--- config.mk ---
export PLATFORM = sky130hd
export DESIGN_NAME = fpm_dram_ctrl
export DESIGN_NICKNAME = d
export VERILOG_FILES = /design/src/rtl/fpm_pkg.sv /design/src/rtl/fpm_phase_timer.sv /design/src/rtl/fpm_age_counter.sv /design/src/rtl/fpm_refresh_timer.sv /design/src/rtl/fpm_dram_ctrl.sv
export SDC_FILE = /design/constraint.sdc
export NUM_CORES = 1
export LEC_CHECK = 0
export CAP_MARGIN = 10
export CELL_PAD_IN_SITES_DETAIL_PLACEMENT = 0
export CELL_PAD_IN_SITES_GLOBAL_PLACEMENT = 1
export CORE_MARGIN = 1
export CORE_UTILIZATION = 41
export DETAILED_ROUTE_END_ITERATION = 6
export DONT_BUFFER_PORTS = 1
export GPL_TIMING_DRIVEN = 0
export PLACE_DENSITY = 0.69
export SYNTH_ARGS = -nofsm -noshare
export SYNTH_HDL_FRONTEND = slang
export SYNTH_HIERARCHICAL = 1
export SYNTH_SLANG_ARGS = --single-unit
--- constraint.sdc ---
create_clock -name clk -period 2.7 [get_ports clk]
set_input_delay 0.27 -clock clk [delete_from_list [all_inputs] [get_ports clk]]
set_output_delay 0.27 -clock clk [all_outputs]
set_load 0.01 [all_outputs]
--- src/rtl/fpm_pkg.sv ---
package fpm_pkg;
  typedef enum logic [3:0] {
    S_IDLE,   // row closed, precharge met
    S_RAS,    // row strobe low, row address held
    S_COL,    // column address set up, write strobe placed
    S_CAS,    // column strobe low
    S_CPRE,   // column precharge
    S_OPEN,   // row open, waiting for a page hit
    S_PRE,    // row precharge
    S_RFC,    // refresh: column strobe low first
    S_RFR     // refresh: row strobe low
  } fpm_state_e;
endpackage

--- src/rtl/fpm_phase_timer.sv ---
module fpm_phase_timer #(
  parameter int W = 4
) (
  input  logic         clk,
  input  logic         rst,
  input  logic         load,
  input  logic [W-1:0] load_val,
  output logic         done
);
  logic [W-1:0] cnt;

  always_ff @(posedge clk) begin
    if (rst)            cnt <= '0;
    else if (load)      cnt <= load_val;
    else if (cnt != '0) cnt <= cnt - 1'b1;
  end

  assign done = (cnt == '0);
endmodule

--- src/rtl/fpm_age_counter.sv ---
module fpm_age_counter #(
  parameter int W    = 4,
  parameter int INIT = 0
) (
  input  logic         clk,
  input  logic         rst,
  input  logic         restart,
  input  logic         active,
  output logic [W-1:0] age
);
  localparam logic [W-1:0] TOP = '1;

  always_ff @(posedge clk) begin
    if (rst)                        age <= W'(INIT);
    else if (restart)               age <= W'(1);
    else if (active && age != TOP)  age <= age + 1'b1;
  end
endmodule

--- src/rtl/fpm_refresh_timer.sv ---
module fpm_refresh_timer #(
  parameter int INTERVAL = 780
) (
  input  logic clk,
  input  logic rst,
  input  logic ack,
  output logic pend
);
  localparam int CW = (INTERVAL > 1) ? $clog2(INTERVAL) : 1;
  localparam logic [CW-1:0] LAST = CW'(INTERVAL - 1);

  logic [CW-1:0] cnt;
  logic          tick;

  assign tick = (cnt == LAST);

  always_ff @(posedge clk) begin
    if (rst) begin
      cnt  <= '0;
      pend <= 1'b0;
    end else begin
      cnt <= tick ? '0 : cnt + 1'b1;
      if (tick)     pend <= 1'b1;
      else if (ack) pend <= 1'b0;
    end
  end
endmodule

--- src/rtl/fpm_dram_ctrl.sv ---
module fpm_dram_ctrl
  import fpm_pkg::*;
#(
  parameter int ROW_W   = 10,
  parameter int COL_W   = 9,
  parameter int DATA_W  = 16,
  parameter int T_RCD   = 2,
  parameter int T_RAS   = 6,
  parameter int T_RP    = 3,
  parameter int T_CAS   = 3,
  parameter int T_CP    = 2,
  parameter int T_ACC   = 2,
  parameter int REF_INT = 780
) (
  input  logic                         clk,
  input  logic                         rst,
  input  logic                         req_valid,
  input  logic                         req_write,
  input  logic [ROW_W+COL_W-1:0]       req_addr,
  input  logic [DATA_W-1:0]            req_wdata,
  output logic                         req_ready,
  output logic                         rd_valid,
  output logic [DATA_W-1:0]            rd_data,
  output logic [((ROW_W > COL_W) ? ROW_W : COL_W)-1:0] dram_addr,
  output logic                         dram_ras_n,
  output logic                         dram_cas_n,
  output logic                         dram_we_n,
  output logic                         dram_oe_n,
  output logic [DATA_W-1:0]            dram_dq_out,
  output logic                         dram_dq_oe,
  input  logic [DATA_W-1:0]            dram_dq_in
);
  localparam int MA_W = (ROW_W > COL_W) ? ROW_W : COL_W;
  localparam int TSUM = T_RCD + T_RAS + T_RP + T_CAS + T_CP;
  localparam int TW   = $clog2(TSUM + 1);
  localparam int AW   = $clog2(TSUM + T_ACC + 2) + 1;

  fpm_state_e state, n_state;

  logic [ROW_W-1:0]  row_q, n_row;
  logic [COL_W-1:0]  col_q, n_col;
  logic              wr_q, n_wr;
  logic [DATA_W-1:0] wdata_q, n_wdata;
  logic              n_ras_n, n_cas_n, n_we_n, n_oe_n, n_dq_oe, n_rd_valid;
  logic [MA_W-1:0]   n_addr;
  logic [DATA_W-1:0] n_dq_out, n_rd_data;

  logic              t_load, t_done;
  logic [TW-1:0]     t_val;
  logic              ras_restart, cas_restart, ref_ack, ref_pend;
  logic [AW-1:0]     ras_age, cas_age;
  logic              ras_ok, row_hit, accept;
  logic [ROW_W-1:0]  req_row;
  logic [COL_W-1:0]  req_col;

  assign req_row = req_addr[ROW_W+COL_W-1:COL_W];
  assign req_col = req_addr[COL_W-1:0];

  fpm_phase_timer #(.W(TW)) u_phase (
    .clk(clk), .rst(rst), .load(t_load), .load_val(t_val), .done(t_done)
  );

  fpm_age_counter #(.W(AW), .INIT(0)) u_ras_age (
    .clk(clk), .rst(rst), .restart(ras_restart), .active(!dram_ras_n), .age(ras_age)
  );

  fpm_age_counter #(.W(AW), .INIT(0)) u_cas_age (
    .clk(clk), .rst(rst), .restart(cas_restart), .active(!dram_cas_n), .age(cas_age)
  );

  fpm_refresh_timer #(.INTERVAL(REF_INT)) u_refresh (
    .clk(clk), .rst(rst), .ack(ref_ack), .pend(ref_pend)
  );

  assign ras_ok    = (ras_age >= AW'(T_RAS));
  assign row_hit   = (req_row == row_q);
  assign req_ready = !ref_pend && ((state == S_IDLE) || (state == S_OPEN && row_hit));
  assign accept    = req_valid && req_ready;

  always_comb begin
    n_state     = state;
    n_row       = row_q;
    n_col       = col_q;
    n_wr        = wr_q;
    n_wdata     = wdata_q;
    n_ras_n     = dram_ras_n;
    n_cas_n     = dram_cas_n;
    n_we_n      = dram_we_n;
    n_oe_n      = dram_oe_n;
    n_addr      = dram_addr;
    n_dq_out    = dram_dq_out;
    n_dq_oe     = dram_dq_oe;
    n_rd_valid  = 1'b0;
    n_rd_data   = rd_data;
    t_load      = 1'b0;
    t_val       = '0;
    ras_restart = 1'b0;
    cas_restart = 1'b0;
    ref_ack     = 1'b0;
    case (state)
      S_IDLE: begin
        if (ref_pend) begin
          n_cas_n = 1'b0;
          n_state = S_RFC;
        end else if (req_valid) begin
          n_row       = req_row;
          n_col       = req_col;
          n_wr        = req_write;
          n_wdata     = req_wdata;
          n_ras_n     = 1'b0;
          n_addr      = MA_W'(req_row);
          ras_restart = 1'b1;
          t_load      = 1'b1;
          t_val       = TW'(T_RCD - 1);
          n_state     = S_RAS;
        end
      end
      S_RAS: begin
        if (t_done) begin
          n_addr   = MA_W'(col_q);
          n_we_n   = !wr_q;
          n_dq_oe  = wr_q;
          n_dq_out = wdata_q;
          n_state  = S_COL;
        end
      end
      S_COL: begin
        n_cas_n     = 1'b0;
        n_oe_n      = wr_q;
        cas_restart = 1'b1;
        t_load      = 1'b1;
        t_val       = TW'(T_CAS - 1);
        n_state     = S_CAS;
      end
      S_CAS: begin
        if (!wr_q && cas_age == AW'(T_ACC)) begin
          n_rd_valid = 1'b1;
          n_rd_data  = dram_dq_in;
        end
        if (t_done) begin
          n_cas_n = 1'b1;
          n_oe_n  = 1'b1;
          n_we_n  = 1'b1;
          n_dq_oe = 1'b0;
          t_load  = 1'b1;
          t_val   = TW'(T_CP - 1);
          n_state = S_CPRE;
        end
      end
      S_CPRE: begin
        if (t_done) n_state = S_OPEN;
      end
      S_OPEN: begin
        if (accept) begin
          n_col    = req_col;
          n_wr     = req_write;
          n_wdata  = req_wdata;
          n_addr   = MA_W'(req_col);
          n_we_n   = !req_write;
          n_dq_oe  = req_write;
          n_dq_out = req_wdata;
          n_state  = S_COL;
        end else if (ras_ok) begin
          n_ras_n = 1'b1;
          t_load  = 1'b1;
          t_val   = TW'(T_RP - 1);
          n_state = S_PRE;
        end
      end
      S_PRE: begin
        if (t_done) n_state = S_IDLE;
      end
      S_RFC: begin
        n_ras_n     = 1'b0;
        ras_restart = 1'b1;
        t_load      = 1'b1;
        t_val       = TW'(T_RAS - 1);
        n_state     = S_RFR;
      end
      S_RFR: begin
        if (t_done) begin
          n_ras_n = 1'b1;
          n_cas_n = 1'b1;
          ref_ack = 1'b1;
          t_load  = 1'b1;
          t_val   = TW'(T_RP - 1);
          n_state = S_PRE;
        end
      end
      default: n_state = S_IDLE;
    endcase
  end

  always_ff @(posedge clk) begin
    if (rst) begin
      state       <= S_IDLE;
      row_q       <= '0;
      col_q       <= '0;
      wr_q        <= 1'b0;
      wdata_q     <= '0;
      dram_ras_n  <= 1'b1;
      dram_cas_n  <= 1'b1;
      dram_we_n   <= 1'b1;
      dram_oe_n   <= 1'b1;
      dram_addr   <= '0;
      dram_dq_out <= '0;
      dram_dq_oe  <= 1'b0;
      rd_valid    <= 1'b0;
      rd_data     <= '0;
    end else begin
      state       <= n_state;
      row_q       <= n_row;
      col_q       <= n_col;
      wr_q        <= n_wr;
      wdata_q     <= n_wdata;
      dram_ras_n  <= n_ras_n;
      dram_cas_n  <= n_cas_n;
      dram_we_n   <= n_we_n;
      dram_oe_n   <= n_oe_n;
      dram_addr   <= n_addr;
      dram_dq_out <= n_dq_out;
      dram_dq_oe  <= n_dq_oe;
      rd_valid    <= n_rd_valid;
      rd_data     <= n_rd_data;
    end
  end

  // Strobe high-time trackers for the width properties below.
  logic [AW-1:0] ras_hi_age, cas_hi_age;
  always_ff @(posedge clk) begin
    if (rst) begin
      ras_hi_age <= '1;
      cas_hi_age <= '1;
    end else begin
      if (!dram_ras_n)              ras_hi_age <= AW'(1);
      else if (ras_hi_age != '1)    ras_hi_age <= ras_hi_age + 1'b1;
      if (!dram_cas_n)              cas_hi_age <= AW'(1);
      else if (cas_hi_age != '1)    cas_hi_age <= cas_hi_age + 1'b1;
    end
  end


  ras_active_min_chk: assert property (@(posedge clk) disable iff (rst)
    $rose(dram_ras_n) |-> $past(ras_age) >= AW'(T_RAS));


  ras_precharge_chk: assert property (@(posedge clk) disable iff (rst)
    $fell(dram_ras_n) |-> $past(ras_hi_age) >= AW'(T_RP));


  cas_precharge_chk: assert property (@(posedge clk) disable iff (rst)
    $fell(dram_cas_n) |-> $past(cas_hi_age) >= AW'(T_CP));


  early_write_chk: assert property (@(posedge clk) disable iff (rst)
    ($fell(dram_cas_n) && !dram_we_n) |-> ($past(!dram_we_n) && dram_oe_n && dram_dq_oe));


  read_oe_chk: assert property (@(posedge clk) disable iff (rst)
    !dram_oe_n |-> (dram_we_n && !dram_cas_n));


  cbr_we_chk: assert property (@(posedge clk) disable iff (rst)
    ($fell(dram_cas_n) && dram_ras_n) |-> dram_we_n);


  cas_width_chk: assert property (@(posedge clk) disable iff (rst)
    ($rose(dram_cas_n) && !dram_ras_n) |-> $past(cas_age) == AW'(T_CAS));
endmodule

==> impl_metrics.toml, run 1 <==
[floorplan]
die_x_um = 118.9
core-area_um2 = 13300
initial_core_util_pct = 42.15
die_h_um = 118.9
dieArea_um2 = 14140
rows = 42
io_pins = 104

[setup_path]
cp_top_family = "simple AND/OR/NAND/NOR gates"
reg2reg_from = "u_phase/cnt[0]"
rr_worst_depth = 10
path_max_fanout = 6
cp_data_arrival_time_ns = 2.83
crit_top_cell = "inv_1"
rrSetupSlack_ns = 0.15
path_class = "reg -> reg"
cp-startpoint = "u_phase/cnt[0]"
slowest_stage = "nor4b_4"
max_stage_delay_ns = 0.32
cp.required_ns = 2.99
r2r-end = "u_phase/cnt[1]"
worstPathCellList = "inv_1, ha_1, nor4b_4, inv_1, nor4_2, a41oi_1, nand3b_1, inv_1, and4_2, a311o_1"
critPathBufInv = 3
cp-end-kind = "register"
start_kind = "register"

[power_and_ir_drop]
leakage_nw = 2.556
power_frac_comb_pct = 30.5
p_clk_share_pct = 33.9
p_sw_w = 0.002259
intPower_w = 0.004358
p_sw_share_pct = 34.14
seqPwrFrac_pct = 35.6
p_per_area_nw_per_um2 = 989.0
max-vdd-ir-drop_uv = 462.6

[finish]
nets = 732
finalInstanceArea_um2 = 6690
multi_input_area_um2 = 2979
num-fill-cells = 1262
drive_gt1_share_pct = 14.18
area_delta_synth_final_pct = 19.38
insertedDiodeCount = 0
register_area_um2 = 2322

[clocking]
cts_tree = "done"
insertion_delay_ns = 0.42
htreeDepth = 4
path_clk_slew_ns = 0.05
cts.sinks = 116
cts_root_buffer = "clkbuf_16"
cts_made_buffers = 17
cts_buffer_depth = 2

[global_route]
grt.total_usage_pct = 21.75
antenna_found_initial = 0
grt-ovfl-total = 0
grt_max_degree = 17
grt_pass1_wl_um = 24320
grt_pass1_vias = 4839

[drt]
drc = 0
via_per_inst = 5.627
ant_nets = 0
routed_wl_um = 14680
drt_iter0_markers = 212
vias = 4839
wl_per_cell_um = 17.07
drt_first_pass_iters = 4

[synth]
syn-instance-count = 625
seq_area_frac_synth_pct = 41.44
syn_avg_cell_area_um2 = 8.967
yosys_most_used_dff = "dfxtp_1"
synth_edf_count = 0
netlist_area_um2 = 5604
synth_area_leaders = "dfxtp_1 (41%), mux2i_1 (9.5%), a21oi_1 (4.2%)"
synth_cell_types = 71
synth_warnings = 6
ys_seq_elements = 116
synth_area_leader_cell = "dfxtp_1"
synthArstFlopShare_pct = 0
synth_top_cell_area_share_pct = 41.44

[sta]
period_needed_ns = 2.546
slew_headroom_pct = 55.16
fmax_ghz = 0.3927
setup_viol = 0
timing.final.ws_setup_ns = 0.1536
worstMarginPinSlew_ns = 0.6727
hold_viol = 0
finalCritPeriodShare_pct = 94.31
finalMaxSlewViolations = 0
skew_ns = 0.01216

[min_path]
hp-start = "dram_dq_in[10]"
whs_endpoint = "rd_data[10]"
hold_class = "in -> reg"
hold_depth = 2

[run_status]
status = "finished, final reports clean"

[placement]
globalplace.congestion = 0.8431
io_buffers = 0
place_area_um2 = 5828
post-dp-hpwl_um = 10190
pre_cts_ws_ns = -0.2428

[job]
maxCapViolCount = 0
-- synth_stat cells (14+ instances only) --
cell type  count
dfxtp_1      116
nand3_1       40
a21oi_1       47
mux2i_1       53
o21ai_1       28
o211ai_1      14
a211oi_2      14
nand2_1       59
clkbuf_1      19
inv_1         16
nor3_1        25
nor2_1        38
-- worst max-delay path by stage --
stage / end / depth (start not counted)
final: u_phase/cnt[1] / 10
after floorplan: u_phase/cnt[1] / 10
after global routing: u_phase/cnt[1] / 10
after global placement: u_phase/cnt[1] / 10
after detailed placement: u_phase/cnt[1] / 10
after CTS: u_phase/cnt[1] / 10
-- power by group through the flow --
stage / Combinational [W] / Sequential [W] / Clock (W)
2_1_floorplan: 0.00152 / 0.00232 / 0
3_3_place_gp: 0.00185 / 0.00238 / 0
6_report: 0.00202 / 0.00235 / 0.00225
3_5_place_dp: 0.00189 / 0.00239 / 0
5_1_grt: 0.00223 / 0.00240 / 0.00238
4_1_cts: 0.00195 / 0.00236 / 0.00230
-- what timing repair did --
| action | CTS | global route |
|---|---|---|
| hold endpoints to repair | 27 | 2 |
| setup endpoints to repair | 2 | 1 |
| pin swaps | 0 | 1 |
| hold buffers | 20 | 2 |
| gates resized for setup | 0 | 3 |
| setup buffers | 1 | 4 |
-- layout make-up --
type / count / area share [%]
repair buffers: 27 / 3.853
plain buffers: 44 / 3.797
clock buffers: 23 / 7.443
multi-input cells: 450 / 44.53
flip-flops and latches: 116 / 34.71
inverters: 16 / 0.8977
well taps: 176 / 3.292
clock inverters: 8 / 1.477
-- state kept, by name (all words and copies together), names as in the netlist --
name	cells
col_q	9
u_refresh/cnt	10
row_q	10
wr_q	1
dram_dq_oe	1
wdata_q	16
dram_addr	10
dram_we_n	1
dram_cas_n	1
dram_dq_out	16
dram_oe_n	1
u_phase/cnt	5
rd_data	16
state	4
u_refresh/pend	1
dram_ras_n	1
u_cas_age/age	6
u_ras_age/age	6
rd_valid	1
-- cell usage in the layout (no fill, tap or decap), drive strengths merged, types with 3 or more instances in the layout --
cell type / netlist / layout
a21oi: 48 / 48
nand2b: 5 / 5
buf: 25 / 30
nand4: 11 / 11
or3: 5 / 5
clkinv: 0 / 4
nor2: 39 / 39
and4: 6 / 6
o21ai: 39 / 39
and3: 3 / 3
xor2: 12 / 12
a41oi: 3 / 3
a211oi: 16 / 16
clkbuf: 19 / 42
ha: 5 / 5
inv: 16 / 16
nor4: 7 / 7
xnor2: 3 / 3
mux2i: 53 / 53
nand3: 40 / 40
or4: 4 / 4
a2111oi: 4 / 4
a211o: 3 / 3
nor2b: 4 / 4
dlygate4sd3: 0 / 22
o211ai: 14 / 14
dfxtp: 116 / 116
nand2: 59 / 59
nor3: 27 / 27
a31oi: 3 / 3
-- routing by layer --
layer	track usage [%]	up-vias	part of all wire, %
li1	-	2380	-
met1	26.92	2320	46
met5	0	-	0
met2	35.49	125	48
met4	7.516	0	1.1
met3	6.944	14	5.5
-- stage by stage --
| step | instances | TNS (ns) | hold slack (ns) | util (%) | total power [W] |
|---|---|---|---|---|---|
| final | 860 | 0 | 0.004360 | 50.32 | 0.006617 |
| after global routing | 860 | -0.01003 | 0.003633 | 50.32 | 0.007008 |
| after CTS | 854 | 0 | 0.0002794 | 49.89 | 0.006605 |
| after detailed placement | 802 | -0.2428 | 0.3472 | 43.84 | 0.004279 |
| after global placement | 802 | -0.3677 | 0.3443 | 43.84 | 0.004227 |
| after floorplan | 626 | 0 | 0.3391 | - | 0.003837 |
-- cells by family after synthesis --
kind of cell,synth area share (%)
buf+inv,5.582
compound gates,18.64
flops,41.44
mux,9.935
xor+xnor,2.344
fa+ha+maj,1.116
other cells,0.06691
simple gates,20.87
-- worst reg2reg max path: stages, from the launching register on --
cell      delay (ns)
dfxtp_1         0.31
inv_1           0.08
ha_1            0.21
nor4b_4         0.32
inv_1           0.16
nor4_2          0.29
a41oi_1         0.14
nand3b_1        0.25
inv_1           0.15
and4_2          0.24
a311o_1         0.27
(Power assumes the default switching activity.)
==> run 2, diff against run 1 <==
--- a/config.mk
+++ b/config.mk
@@ -10,10 +10,12 @@
 export CELL_PAD_IN_SITES_GLOBAL_PLACEMENT = 1
 export CORE_MARGIN = 1
 export CORE_UTILIZATION = 41
+export CTS_CLUSTER_SIZE = 28
 export DETAILED_ROUTE_END_ITERATION = 6
 export DONT_BUFFER_PORTS = 1
 export GPL_TIMING_DRIVEN = 0
 export PLACE_DENSITY = 0.69
+export RECOVER_POWER = 100
 export SYNTH_ARGS = -nofsm -noshare
 export SYNTH_HDL_FRONTEND = slang
 export SYNTH_HIERARCHICAL = 1
==> impl_metrics.toml, run 2 (same netlist as run 1, synthesis figures left out) <==
[run_status]
status = "finished, final reports clean"

[floorplan]
initial_core_util_pct = 42.15
core-area_um2 = 13300
die_h_um = 118.9
io_pins = 104
dieArea_um2 = 14140
die_x_um = 118.9
rows = 42

[power_and_ir_drop]
intPower_w = 0.004356
total_power_w = 0.006611
leakage_nw = 2.553
power_frac_comb_pct = 30.5
p_per_area_nw_per_um2 = 988.9
p_clk_share_pct = 33.9
seqPwrFrac_pct = 35.6
max-vdd-ir-drop_uv = 463.1
p_sw_w = 0.002255
p_sw_share_pct = 34.10

[finish]
reg.largest.list = "dram_dq_out (16), rd_data (16), wdata_q (16)"
final_common_cell = "dfxtp_1"
nets = 732
insertedDiodeCount = 0
layout.cells.most_common_list = "dfxtp_1 (116), nand2_1 (59), mux2i_1 (53), a21oi_1 (47), nand3_1 (40)"
drive_gt1_share_pct = 13.89
area_delta_synth_final_pct = 19.29

[clocking]
cts_tree = "done"
htreeDepth = 4
cts.sinks = 116
insertion_delay_ns = 0.41
cts_root_buffer = "clkbuf_16"
cts_buffer_depth = 2
cts_made_buffers = 17
path_clk_slew_ns = 0.05

[global_route]
met3_usage_pct = 6.944
grt-busiest-layer = "met2"
grt_pass1_vias = 4839
grt_max_degree = 17
grt.total_usage_pct = 21.75
grt_pass1_wl_um = 24320
antenna_found_initial = 0
grt_util_met2_pct = 35.49
grt_util_met1_pct = 26.92
grt-ovfl-total = 0

[placement]
io_buffers = 0
globalplace.congestion = 0.8431
post-dp-hpwl_um = 10190

[sta]
skew_ns = 0.01033
setup_viol = 0
finalCritPeriodShare_pct = 93.69
fmax_ghz = 0.3953
worstMarginPinSlew_ns = 0.6676
hold_ws_ns = 0.004758
period_needed_ns = 2.530
hold_viol = 0
slew_headroom_pct = 55.50
finalMaxSlewViolations = 0

[drt]
ant_nets = 0
routed_wl_um = 14660
wl_per_cell_um = 17.05
drt_iter0_markers = 208
via_per_inst = 5.626
drt_first_pass_iters = 4
drc = 0
vias = 4838

[job]
maxCapViolCount = 0

[setup_path]
start_kind = "register"
path_class = "reg -> reg"
path_max_fanout = 6
cp_data_arrival_time_ns = 2.82
cp-end-kind = "register"
cp.required_ns = 2.99

[min_path]
hold_class = "in -> reg"
-- run 2: changes by cell type in the layout (fill, tap and decap cells not counted) --
cell,previous run,this run
a41o_1,0,1
a41o_2,1,0
buf_4,11,10
clkbuf_1,19,20
-- run 2: area by class of cell --
cell class	count	area, um^2
multi-input cells	450	2978
inverters	16	60.06
flip-flops and latches	116	2322
plain buffers	44	250.2
fillers	1264	6610
repair buffers	27	257.7
clock buffers	23	498.0
clock inverters	8	98.84
well taps	176	220.2
-- run 2: worst paths after layout --
| kind | end | slack (ns) | depth (start not counted) | start |
|---|---|---|---|---|
| setup / recovery | u_phase/cnt[1] | 0.17 | 10 | u_phase/cnt[0] |
| hold / removal | rd_data[10] | 0.005 | 2 | dram_dq_in[10] |
| setup reg to reg | u_phase/cnt[1] | 0.17 | 10 | u_phase/cnt[0] |
| hold reg to reg | wdata_q[0] | 0.46 | 2 | wdata_q[0] |
-- run 2: power by group through the flow --
stage | clock (W) | combinational (W) | sequential [W]
after floorplan | 0 | 0.00152 | 0.00232
after global placement | 0 | 0.00185 | 0.00238
after detailed placement | 0 | 0.00189 | 0.00239
after CTS | 0.00230 | 0.00195 | 0.00236
after global routing | 0.00238 | 0.00223 | 0.00240
final | 0.00224 | 0.00201 | 0.00235
-- run 2: what timing repair did --
| action | 4_1_cts | 5_1_grt |
|---|---|---|
| pin swaps | 0 | 1 |
| resized for setup | 0 | 3 |
| hold buffers | 20 | 2 |
| hold endpoints to repair | 27 | 2 |
| setup buffers | 1 | 4 |
| endpoints found under the setup margin | 2 | 1 |
-- run 2: routing by layer --
layer	wire length, um	vias up
li1	-	2379
met1	6666	2309
met2	7003	133
met3	818	17
met4	171	0
met5	0	-
-- run 2: worst max-delay path, cell delays in order (launching register included) --
cell and delay (ns):
dfxtp_1 0.31, inv_1 0.08, ha_1 0.21, nor4b_4 0.31, inv_1 0.16, nor4_2 0.29, a41oi_1 0.14, nand3b_1 0.25
inv_1 0.15, and4_2 0.24, a311o_1 0.27
-- run 2: per-stage QoR --
stage          cells  cell area (um^2)  setup WS (ns)  setup TNS (ns)  utilization [%]
2_1_floorplan    626              5608         0.3248               0                -
3_3_place_gp     802              5828        -0.2798         -0.3677            43.84
3_5_place_dp     802              5828        -0.2428         -0.2428            43.84
4_1_cts          854              6633        0.03593               0            49.89
5_1_grt          860              6685       -0.01002        -0.01002            50.28
6_report         860              6685         0.1704               0            50.28
